<file path="src/rtl/round_pack.sv">
module round_pack #(
  parameter int EXP_W  = 11,
  parameter int FRAC_W = 52,
  localparam int EI = EXP_W + 2,
  localparam int OW = 1 + EXP_W + FRAC_W
) (
  input  logic                 clk,
  input  logic                 rst_n,
  input  logic                 in_valid,
  input  logic                 in_sign,
  input  logic signed [EI-1:0] in_exp,
  input  logic [FRAC_W-1:0]    in_frac,
  input  logic                 in_guard,
  input  logic                 in_round,
  input  logic                 in_sticky,
  input  logic                 in_invalid,
  input  logic [7:0]           ctrl,
  output logic                 out_valid,
  output logic [OW-1:0]        out_result,
  output logic                 out_ovf,
  output logic                 out_unf,
  output logic                 out_inv
);

  typedef enum logic [1:0] {
    RM_NEAR  = 2'b00,
    RM_EVEN  = 2'b01,
    RM_POS   = 2'b10,
    RM_TRUNC = 2'b11
  } rmode_t;

  localparam logic signed [EI-1:0] EZERO = '0;
  localparam logic signed [EI-1:0] ETOP  = EI'((1 << EXP_W) - 1);

  rmode_t               mode;
  logic                 inc;
  logic [FRAC_W:0]      sum;
  logic                 carry;
  logic signed [EI-1:0] exp_r;
  logic                 unf, ovf;
  logic [OW-1:0]        packed_w;
  logic                 ctrl_unused;

  assign mode        = rmode_t'(ctrl[7:6]);
  assign ctrl_unused = ^ctrl[4:0];

  always_comb begin
    case (mode)
      RM_NEAR:  inc = in_guard;
      RM_EVEN:  inc = in_guard & (in_round | in_sticky | in_frac[0]);
      RM_POS:   inc = ~in_sign & (in_guard | in_round | in_sticky);
      default:  inc = 1'b0;
    endcase
  end

  assign sum   = {1'b0, in_frac} + (FRAC_W+1)'(inc);
  assign carry = sum[FRAC_W];
  assign exp_r = in_exp + $signed({{(EI-1){1'b0}}, carry});
  assign unf   = (in_exp <= EZERO);
  assign ovf   = !unf && (exp_r >= ETOP);

  always_comb begin
    if (unf)      packed_w = {in_sign, {(OW-1){1'b0}}};
    else if (ovf) packed_w = {in_sign, {EXP_W{1'b1}}, {FRAC_W{1'b0}}};
    else          packed_w = {in_sign, exp_r[EXP_W-1:0], sum[FRAC_W-1:0]};
  end

  always_ff @(posedge clk) begin
    if (!rst_n) begin
      out_valid  <= 1'b0;
      out_result <= '0;
      out_ovf    <= 1'b0;
      out_unf    <= 1'b0;
      out_inv    <= 1'b0;
    end else begin
      out_valid <= in_valid;
      if (in_valid) begin
        out_result <= packed_w;
        out_ovf    <= ovf;
        out_unf    <= unf;
        out_inv    <= in_invalid & ctrl[5];
      end
    end
  end

  assert_valid_follows_R1: assert property (@(posedge clk) disable iff (!rst_n)
    in_valid |=> out_valid);
  assert_idle_quiet_R1: assert property (@(posedge clk) disable iff (!rst_n)
    !in_valid |=> (!out_valid && $stable(out_result)));
  assert_ovf_pattern_R7: assert property (@(posedge clk) disable iff (!rst_n)
    out_ovf |-> (out_result[OW-2:FRAC_W] == {EXP_W{1'b1}} && out_result[FRAC_W-1:0] == '0));
  assert_normal_range_R7: assert property (@(posedge clk) disable iff (!rst_n)
    (out_valid && !out_ovf && !out_unf) |->
      (out_result[OW-2:FRAC_W] != '0 && out_result[OW-2:FRAC_W] != {EXP_W{1'b1}}));
  assert_unf_zero_R8: assert property (@(posedge clk) disable iff (!rst_n)
    out_unf |-> (out_result[OW-2:0] == '0 && !out_ovf));
  assert_silent_mask_R9: assert property (@(posedge clk) disable iff (!rst_n)
    (in_valid && !ctrl[5]) |=> !out_inv);
  assert_truncate_R5: assert property (@(posedge clk) disable iff (!rst_n)
    (in_valid && ctrl[7:6] == 2'b11 && in_exp > EZERO && in_exp < ETOP) |=>
      (out_result[FRAC_W-1:0] == $past(in_frac)));

endmodule

</file>
<file path="config.mk">
export PLATFORM = sky130hd
export DESIGN_NAME = round_pack
export DESIGN_NICKNAME = d
export VERILOG_FILES = /design/src/rtl/round_pack.sv
export SDC_FILE = /design/constraint.sdc
export NUM_CORES = 1
export LEC_CHECK = 0
export BUFFER_PORTS_ARGS = -buffer_cell sky130_fd_sc_hd__clkbuf_2
export CAP_MARGIN = 10
export CORE_MARGIN = 5
export CORE_UTILIZATION = 53
export CTS_CLUSTER_SIZE = 25
export DETAILED_ROUTE_END_ITERATION = 10
export GPL_TIMING_DRIVEN = 0
export PLACE_DENSITY = 0.95
export SETUP_SLACK_MARGIN = 0.05
export SYNTH_ARGS = -nofsm -noshare
export SYNTH_HDL_FRONTEND = slang
export SYNTH_SLANG_ARGS = --single-unit
</file>
<file path="constraint.sdc">
create_clock -name clk -period 7.9 [get_ports clk]
set_input_delay 1.58 -clock clk [delete_from_list [all_inputs] [get_ports clk]]
set_output_delay 1.58 -clock clk [all_outputs]
set_load 0.02 [all_outputs]
</file>
### Yosys cells after proc, flatten, opt, wreduce, memory -nomap -nowiden

Cells that the tools add are included.
W data, S select, Z words.

| cells by class | value |
|---|---|
| order comparisons | 2 |
| add/subtract/negate cells | 2 |
| bitwise logic cells | 8 |
| equality and inequality tests | 2 |
| multiplexer cells | 3 |
| reductions and logical operators | 3 |

Operator list:

| operator | count |
|---|---|
| $mux W63 | 2 |
| $add A52 B1 Y53 | 1 |
| $add A13 B2 Y13 | 1 |
| $ge A13 B12 Y1 const B | 1 |
| $le A13 B1 Y1 const B | 1 |
| $or A1 B1 Y1 | 4 |
| $and A1 B1 Y1 | 3 |
| $pmux W1 S3 | 1 |
| $eq A2 B1 Y1 const B | 1 |
| $eq A2 B2 Y1 const B | 1 |
| $logic_not A2 Y1 | 1 |
| $logic_and A1 B1 Y1 | 1 |
| $logic_not A1 Y1 | 1 |
| $not A1 Y1 | 1 |

| storage, ports and cells | value |
|---|---|
| output and inout port bits | 68 |
| flip-flop bits (word level) | 68 |
| input port bits | 81 |

### Longest topological paths before layout

Gate-level depths: netlist of run 1.

| logic depth | value |
|---|---|
| depth after elaboration | 10 |
| gate-level depth with buffers | 17 |
| depth with buffers taken out | 15 |

### Worst setup path after synthesis of run 1

OpenSTA, ideal clock, no wires.

| timing path | value |
|---|---|
| kind | input port to flip-flop |
| start point | input port in_frac[0] |
| end point | register out_result[39] |
| stages on the path | 17 |
| setup time | 0.115 ns |
| setup slack | 2.511 ns |
| arrival time | 5.274 ns |
| cell sequence | nor3_1 -> o21a_1 -> a221oi_1 -> ha_1 -> ha_1 -> nand2_1 -> or4_1 -> nor4_1 -> ha_1 -> ha_1 -> nand3_1 -> or3_1 -> a2111oi_0 -> a311o_2 -> buf_6 -> buf_12 -> o21ai_2 |

| on the way | value |
|---|---|
| longest elaborated chain between the ends | 9 |

Ends and longest elaborated chain:

| what | RTL line | RTL |
|---|---|---|
| start: declaration | 12 | `input logic [FRAC_W-1:0] in_frac,` |
| $or A1 B1 Y1 | 50 | `RM_EVEN: inc = in_guard & (in_round \| in_sticky \| in_frac[0]);` |
| $and A1 B1 Y1 | 50 |  |
| $pmux W1 S3 | 48 | `case (mode)` |
| $add A52 B1 Y53 (*) | 56 | `assign sum = {1'b0, in_frac} + (FRAC_W+1)'(inc);` |
| $add A13 B2 Y13 | 58 | `assign exp_r = in_exp + $signed({{(EI-1){1'b0}}, carry});` |
| $ge A13 B12 Y1 | 60 | `assign ovf = !unf && (exp_r >= ETOP);` |
| $logic_and A1 B1 Y1 | 60 |  |
| $mux W63 (*) | 64 | `else if (ovf) packed_w = {in_sign, {EXP_W{1'b1}}, {FRAC_W{1'b0}}};` |
| $mux W63 (*) | 63 | `if (unf) packed_w = {in_sign, {(OW-1){1'b0}}};` |
| end signal: assignment | 78 | `out_result <= packed_w;` |
| end: declaration | 19 | `output logic [OW-1:0] out_result,` |

Every way passes the cells marked *; elsewhere a longest branch is shown, timed or not.
A chain may end at the register's enable or synchronous reset.

### Worst setup path in the final report of run 1

| timing path | value |
|---|---|
| start point | input port in_frac[0] |
| end point | register out_result[16] |

Same word-level chain as after synthesis.

==> metrics.md, run 1 <==
| Metric | Value |
|---|---|
| Status | finished clean |
| Pint | 0.557 mW |
| Post-synth top area cell | dfxtp_1 |
| Layout Utilization | 0.700 |
| Synth cell count leaders | 77 x nand2_1, 68 x dfxtp_1, 48 x o21ai_0, 36 x xnor2_1, 25 x nand4_1 |
| Final hold slack | 0.440 ns |
| Yosys reg bits | 68 |
| Postcts setup bufs | 0 |
| Rows | 30 |
| Initial drt markers | 318 |
| Number of remaining DRC errors | 0 |
| Final min period | 5.89 ns |
| Clk Latency, worst-skew pair | 0.34 ns |
| Routability congestion estimate | 0.907 |
| Pre-CTS WS | 1.65 ns |
| Design Power | 0.776 mW |
| Cts bufs inserted | 9 |
| Clk slew on worst S/H paths | 0.07 ns |
| Leak | 1.98 nW |
| Share of cells above drive strength 1 | 0.291 |
| Pwr dens | 162 nW/um^2 |
| Worst Skew | 0 ns |
| Synth cell types | 45 |
| Antenna cell count | 0 |
| Initial antenna violation count | 0 |
| Synth-to-Final Area Change | 27.5% |
| Warnings, synthesis | 0 |
| First-pass GRT wire length | 17500 um |
| Post-Route WL | 11100 um |
| Post-Syn Area | 3750 um^2 |
| Largest net degree at the start of global routing | 13 |
| Post-synth top flop | dfxtp_1 |
| Clock power frac | 0.372 |
| Synth Instances | 465 |
| Starting Density | 0.549 |
| # clock sinks | 68 |
| Final setup viols | 0 |
| Number of flops mapped to enable cells by yosys | 0 |
| Dpl cell area | 4580 um^2 |
| Critical-path maximum fanout | 10 |
| Final WS setup | 2.01 ns |
| P_sw | 0.219 mW |
| Register area share after synthesis | 0.363 |
| Worst Setup End Kind | flop |
| Total track usage | 0.245 |
| Post-Layout Cell Count | 719 |
| Resize count post-CTS | 0 |
| Endpoints failing hold | 0 |
| RSZ-0062 raised after global routing | no |
| Hold Crit Class | flop to flop |
| Wire per inst | 15.5 um |
| Most common cell in the netlist | nand2_1 |
| Ys async rst share | 0 |
| CTS Hold Bufs | 0 |
| Syn Area/Cell | 8.06 um^2 |
| Switching Share | 0.282 |
| Clock Path Buffers | 2 |
| DP Cell Count | 702 |
| Drt via density | 5.70 |
| Initial DRT Pass Iterations | 5 |
| H-tree levels | 3 |
| Comb pwr share | 0.160 |
| Ports | 149 |
| Fin crit share | 0.746 |
| CTS tree | yes |
| Die height | 94.1 um |
| Half-perimeter wire length after placement | 8750 um |
| Vias in the first global route | 3820 |
| CP Launch Type | input port |
| Fmax | 0.170 GHz |
| Worst EP arrival | 6.10 ns |
| Core Box Area | 6830 um^2 |
| WS Path Type | input port to flop |
| Fillers | 584 |
| Top cell type's share of synthesized area | 0.363 |
| Final setup TNS | 0 ns |
| Die Area | 8860 um^2 |
| Max-slew violation count | 0 |
| Ranking of synthesized cells by area | dfxtp_1 36%, xnor2_1 8.4%, nand2_1 7.7% |
| Final instance area | 4780 um^2 |
| Post-Syn Nets | 550 |
| Worst path required time | 8.11 ns |
| Max-cap viol count | 0 |
| Peak supply drop | 0.0000911 V |
| Slew HR | 0.561 |
| Die width | 94.1 um |
| ANT nets after route | 0 |
| Worst slew pin tran | 0.652 ns |
| NumNets Final | 703 |
| Total grt overflow | 0 |
| Vias | 4097 |
| Port Buffers | 141 |
| Root buf cell | clkbuf_8 |
| Sequential share of power | 0.468 |
-- layout by cell type, fill, tap and decap left out, types with 18 or more instances in the layout --
| cell type | netlist | layout |
|---|---|---|
| clkbuf_2 | 2 | 144 |
| nand2_1 | 77 | 77 |
| dfxtp_1 | 68 | 68 |
| o21ai_0 | 48 | 48 |
| xnor2_1 | 36 | 36 |
| nand4_1 | 25 | 25 |
| nand3_1 | 24 | 24 |
| clkbuf_1 | 20 | 20 |
| nor4_1 | 19 | 19 |
| xor2_1 | 18 | 18 |
-- area by class of cell --
type / count / area (um^2) / share of cell area
multi-input cells: 357 / 2210 / 0.462
plain buffers: 28 / 135 / 0.0283
inverters: 12 / 45.0 / 0.00942
repair buffers: 142 / 711 / 0.149
flip-flops and latches: 68 / 1360 / 0.285
clock inverters: 6 / 63.8 / 0.0133
well taps: 96 / 120 / 0.0251
clock buffers: 10 / 138 / 0.0288
-- per-layer routing --
metal / GRT usage / wire (um) / up-vias
met4: 0.105 / 303 / 0
li1: - / - / 1974
met1: 0.292 / 4500 / 1888
met2: 0.421 / 5440 / 206
met5: 0 / 0 / -
met3: 0.0521 / 901 / 29
-- worst paths after layout --
check                               startpoint             end  slack, ns  depth (start not counted)
worst max register to register  out_result[60]  out_result[60]       7.10                          2
worst max-delay path                in_frac[0]  out_result[16]       2.01                         17
worst min-delay path            out_result[58]  out_result[58]       0.44                          2
worst min register to register  out_result[58]  out_result[58]       0.44                          2
-- power by group through the flow --
| stage | clock network [mW] | registers, mW | logic, mW |
|---|---|---|---|
| CTS | 0.292 | 0.363 | 0.124 |
| global placement | 0 | 0.370 | 0.119 |
| global route | 0.307 | 0.365 | 0.135 |
| finish | 0.289 | 0.363 | 0.124 |
| detailed placement | 0 | 0.371 | 0.123 |
| floorplan | 0 | 0.387 | 0.0483 |
-- cells by family after synthesis --
group / Yosys count / share of synthesized area
DFF: 68 / 0.363
AOI/OAI and AO/OA: 87 / 0.152
adders and majority gates: 4 / 0.0133
xor gates and xnor gates: 54 / 0.126
muxes: 2 / 0.00534
buffers and inverters: 40 / 0.0480
and+or+nand+nor: 210 / 0.292
-- flip-flops by register name, summed over array words and instances (netlist names) --
signal	cells
out_inv	1
out_unf	1
out_ovf	1
out_result	64
out_valid	1
-- worst max-delay path, cell delays in order --
cell and delay [ns]:
clkbuf_2 0.09, nor3_1 0.05, o21a_1 0.16, a221oi_1 0.22, ha_1 0.25, ha_1 0.30, nand2_1 0.15, or4_1 0.52
nor4_1 0.41, ha_1 0.28, ha_1 0.20, nand3_1 0.21, or3_1 0.38, a2111oi_0 0.59, a311o_2 0.35, clkbuf_2 0.22
o21ai_0 0.14
No activity file was read; power rests on OpenSTA's default activity.
==> run 2: changes to the inputs <==
Settings changed: CORE_UTILIZATION 53 to 49, PLACE_DENSITY 0.95 to 0.9.
Clock period 7.9 ns to 5.8 ns, I/O delays scaled along.
==> run 2 against run 1 <==
Power up 36%. Die area is 7.3% higher. Non-clock buffer count did not move. First-iteration DRC count shrank 33%. Critical path type unchanged.
==> metrics.md, run 2 (same netlist as run 1, synthesis figures left out) <==
| Metric | Value |
|---|---|
| Status | finished clean (unchanged) |
| Fin crit share | 0.934 |
| Final setup viols | 0 (unchanged) |
| Share of cells above drive strength 1 | 0.294 (was 0.291) |
| R2R cell count | 2 (unchanged) |
| Final WS setup | 0.386 ns (was 2.01 ns) |
| Wire per inst | 15.1 um (was 15.5 um) |
| Vias | 4007 (was 4097) |
| Postcts setup bufs | 0 (unchanged) |
| RSZ-0062 raised after global routing | no (unchanged) |
| WS Path Type | input port to flop (unchanged) |
| Initial antenna violation count | 0 (unchanged) |
| Clk slew on worst S/H paths | 0.07 ns (about the same) |
| Total grt overflow | 0 (unchanged) |
| Crit path from | in_frac[0] (unchanged) |
| Initial drt markers | 212 (was 318) |
| Critical R2R Launch | out_result[60] (unchanged) |
| Endpoints failing hold | 0 (unchanged) |
| Commonest non-fill, non-tap cell in the layout | clkbuf_2 (unchanged) |
| Worst Skew | 0 ns (unchanged) |
| Leak | 1.98 nW (about the same) |
| Critical-path maximum fanout | 10 (unchanged) |
| Worst slew pin tran | 0.601 ns (was 0.652 ns) |
| # clock sinks | 68 (unchanged) |
| Worst path required time | 6.02 ns (was 8.11 ns) |
| Die height | 97.5 um (was 94.1 um) |
| Ports | 149 (unchanged) |
| Drt via density | 5.53 (was 5.70) |
| Total track usage | 0.225 (was 0.245) |
| P_sw | 0.293 mW (was 0.219 mW) |
| Starting Density | 0.493 (was 0.549) |
| Half-perimeter wire length after placement | 8670 um (was 8750 um) |
| Clock power frac | 0.368 (was 0.372) |
| Largest net degree at the start of global routing | 13 (unchanged) |
| CP Launch Type | input port (unchanged) |
| Die width | 97.5 um (was 94.1 um) |
| CTS tree | yes (unchanged) |
| Hold Startpoint | out_result[58] (unchanged) |
| Port Buffers | 141 (unchanged) |
| Final min period | 5.41 ns |
| Rows | 32 (was 30) |
| Die Area | 9500 um^2 (was 8860 um^2) |
| Max reg flops | 64 (unchanged) |
| Sequential share of power | 0.470 (was 0.468) |
| Resize count post-CTS | 0 (unchanged) |
| Worst Setup End Kind | flop (unchanged) |
| Final hold slack | 0.447 ns (was 0.440 ns) |
| Pre-CTS WS | -0.195 ns (was 1.65 ns) |
| Root buf cell | clkbuf_8 (unchanged) |
| Peak supply drop | 0.000126 V (was 0.0000911 V) |
| Pint | 0.760 mW (was 0.557 mW) |
| Number of remaining DRC errors | 0 (unchanged) |
| Max-slew violation count | 0 (unchanged) |
| Hold Crit Depth | 2 (unchanged) |
| Max-cap viol count | 0 (unchanged) |
| Worst EP arrival | 5.64 ns (was 6.10 ns) |
| Most flop-heavy register | out_result (unchanged) |
| Synth-to-Final Area Change | 28.3% (was 27.5%) |
| Pwr dens | 219 nW/um^2 (was 162 nW/um^2) |
| Sequential Area | 1360 um^2 (unchanged) |
| First-pass GRT wire length | 17900 um (was 17500 um) |
| NumNets Final | 703 (unchanged) |
| Antenna cell count | 0 (unchanged) |
| Clock Path Buffers | 2 (unchanged) |
| ANT nets after route | 0 (unchanged) |
| Slew HR | 0.596 (was 0.561) |
| Vias in the first global route | 3922 (was 3820) |
| Hold Crit Class | flop to flop (unchanged) |
| Core Box Area | 7610 um^2 (was 6830 um^2) |
| Switching Share | 0.279 (was 0.282) |
| Area occupied by multi-input gates | 2230 um^2 (was 2210 um^2) |
| Most frequent cells in the layout | 144 x clkbuf_2, 77 x nand2_1, 68 x dfxtp_1 (unchanged) |
| Cts bufs inserted | 9 (unchanged) |
| Routability congestion estimate | 0.891 (was 0.907) |
| Fmax | 0.185 GHz |
| Initial DRT Pass Iterations | 5 (unchanged) |
| Clk Latency, worst-skew pair | 0.33 ns (was 0.34 ns) |
| H-tree levels | 3 (unchanged) |
| Post-Route WL | 11000 um (was 11100 um) |
| Comb pwr share | 0.161 (was 0.160) |
| CTS Hold Bufs | 0 (unchanged) |
| Fillers | 691 (was 584) |
-- run 2: power groups by stage --
stage / registers, mW / clock network (mW) / logic [mW]
2_1_floorplan: 0.527 / 0 / 0.0658
3_3_place_gp: 0.505 / 0 / 0.163
3_5_place_dp: 0.506 / 0 / 0.167
4_1_cts: 0.495 / 0.396 / 0.169
5_1_grt: 0.497 / 0.418 / 0.186
6_report: 0.495 / 0.388 / 0.170
-- run 2: final cells by class --
class                           instances  area share
Buffer                                 28      0.0281
Clock buffer                           10      0.0286
Clock inverter                          6      0.0133
Inverter                               12     0.00936
Multi-Input combinational cell        357       0.464
Sequential cell                        68       0.283
Tap cell                              102      0.0265
Timing Repair Buffer                  142       0.148
-- run 2: final timing paths --
| kind | to | slack, ns |
|---|---|---|
| setup / recovery | out_result[33] | 0.39 |
| hold / removal | out_result[58] | 0.45 |
| setup reg to reg | out_result[60] | 4.97 |
| hold reg to reg | out_result[58] | 0.45 |
-- run 2: routing by layer --
layer	global-route usage	routed length, um	up-vias	share of wire
met5	0	0	-	0
met4	0.0905	219	0	0.020
met3	0.0581	806	23	0.074
met2	0.384	5390	154	0.49
met1	0.268	4550	1847	0.41
li1	-	-	1983	-
-- run 2: per-stage QoR --
step | instance area (um^2) | utilization | std cells | setup TNS (ns) | total power, mW
floorplan | 3750 | - | 465 | 0 | 0.593
global placement | 4580 | 0.602 | 708 | -3.12 | 0.668
detailed placement | 4580 | 0.602 | 708 | -7.61 | 0.673
CTS | 4780 | 0.629 | 724 | 0 | 1.06
global route | 4810 | 0.633 | 725 | 0 | 1.10
finish | 4810 | 0.633 | 725 | 0 | 1.05
-- run 2: worst max-delay path: stages --
cell	delay [ns]
clkbuf_2	0.10
nor3_1	0.05
o21a_1	0.16
a221oi_1	0.22
ha_1	0.26
ha_1	0.31
nand2_1	0.17
or4_1	0.53
nor4_1	0.42
ha_1	0.27
ha_1	0.20
nand3_1	0.21
or3_1	0.40
a2111oi_2	0.48
a311o_2	0.32
buf_6	0.15
buf_12	0.15
o21ai_2	0.07
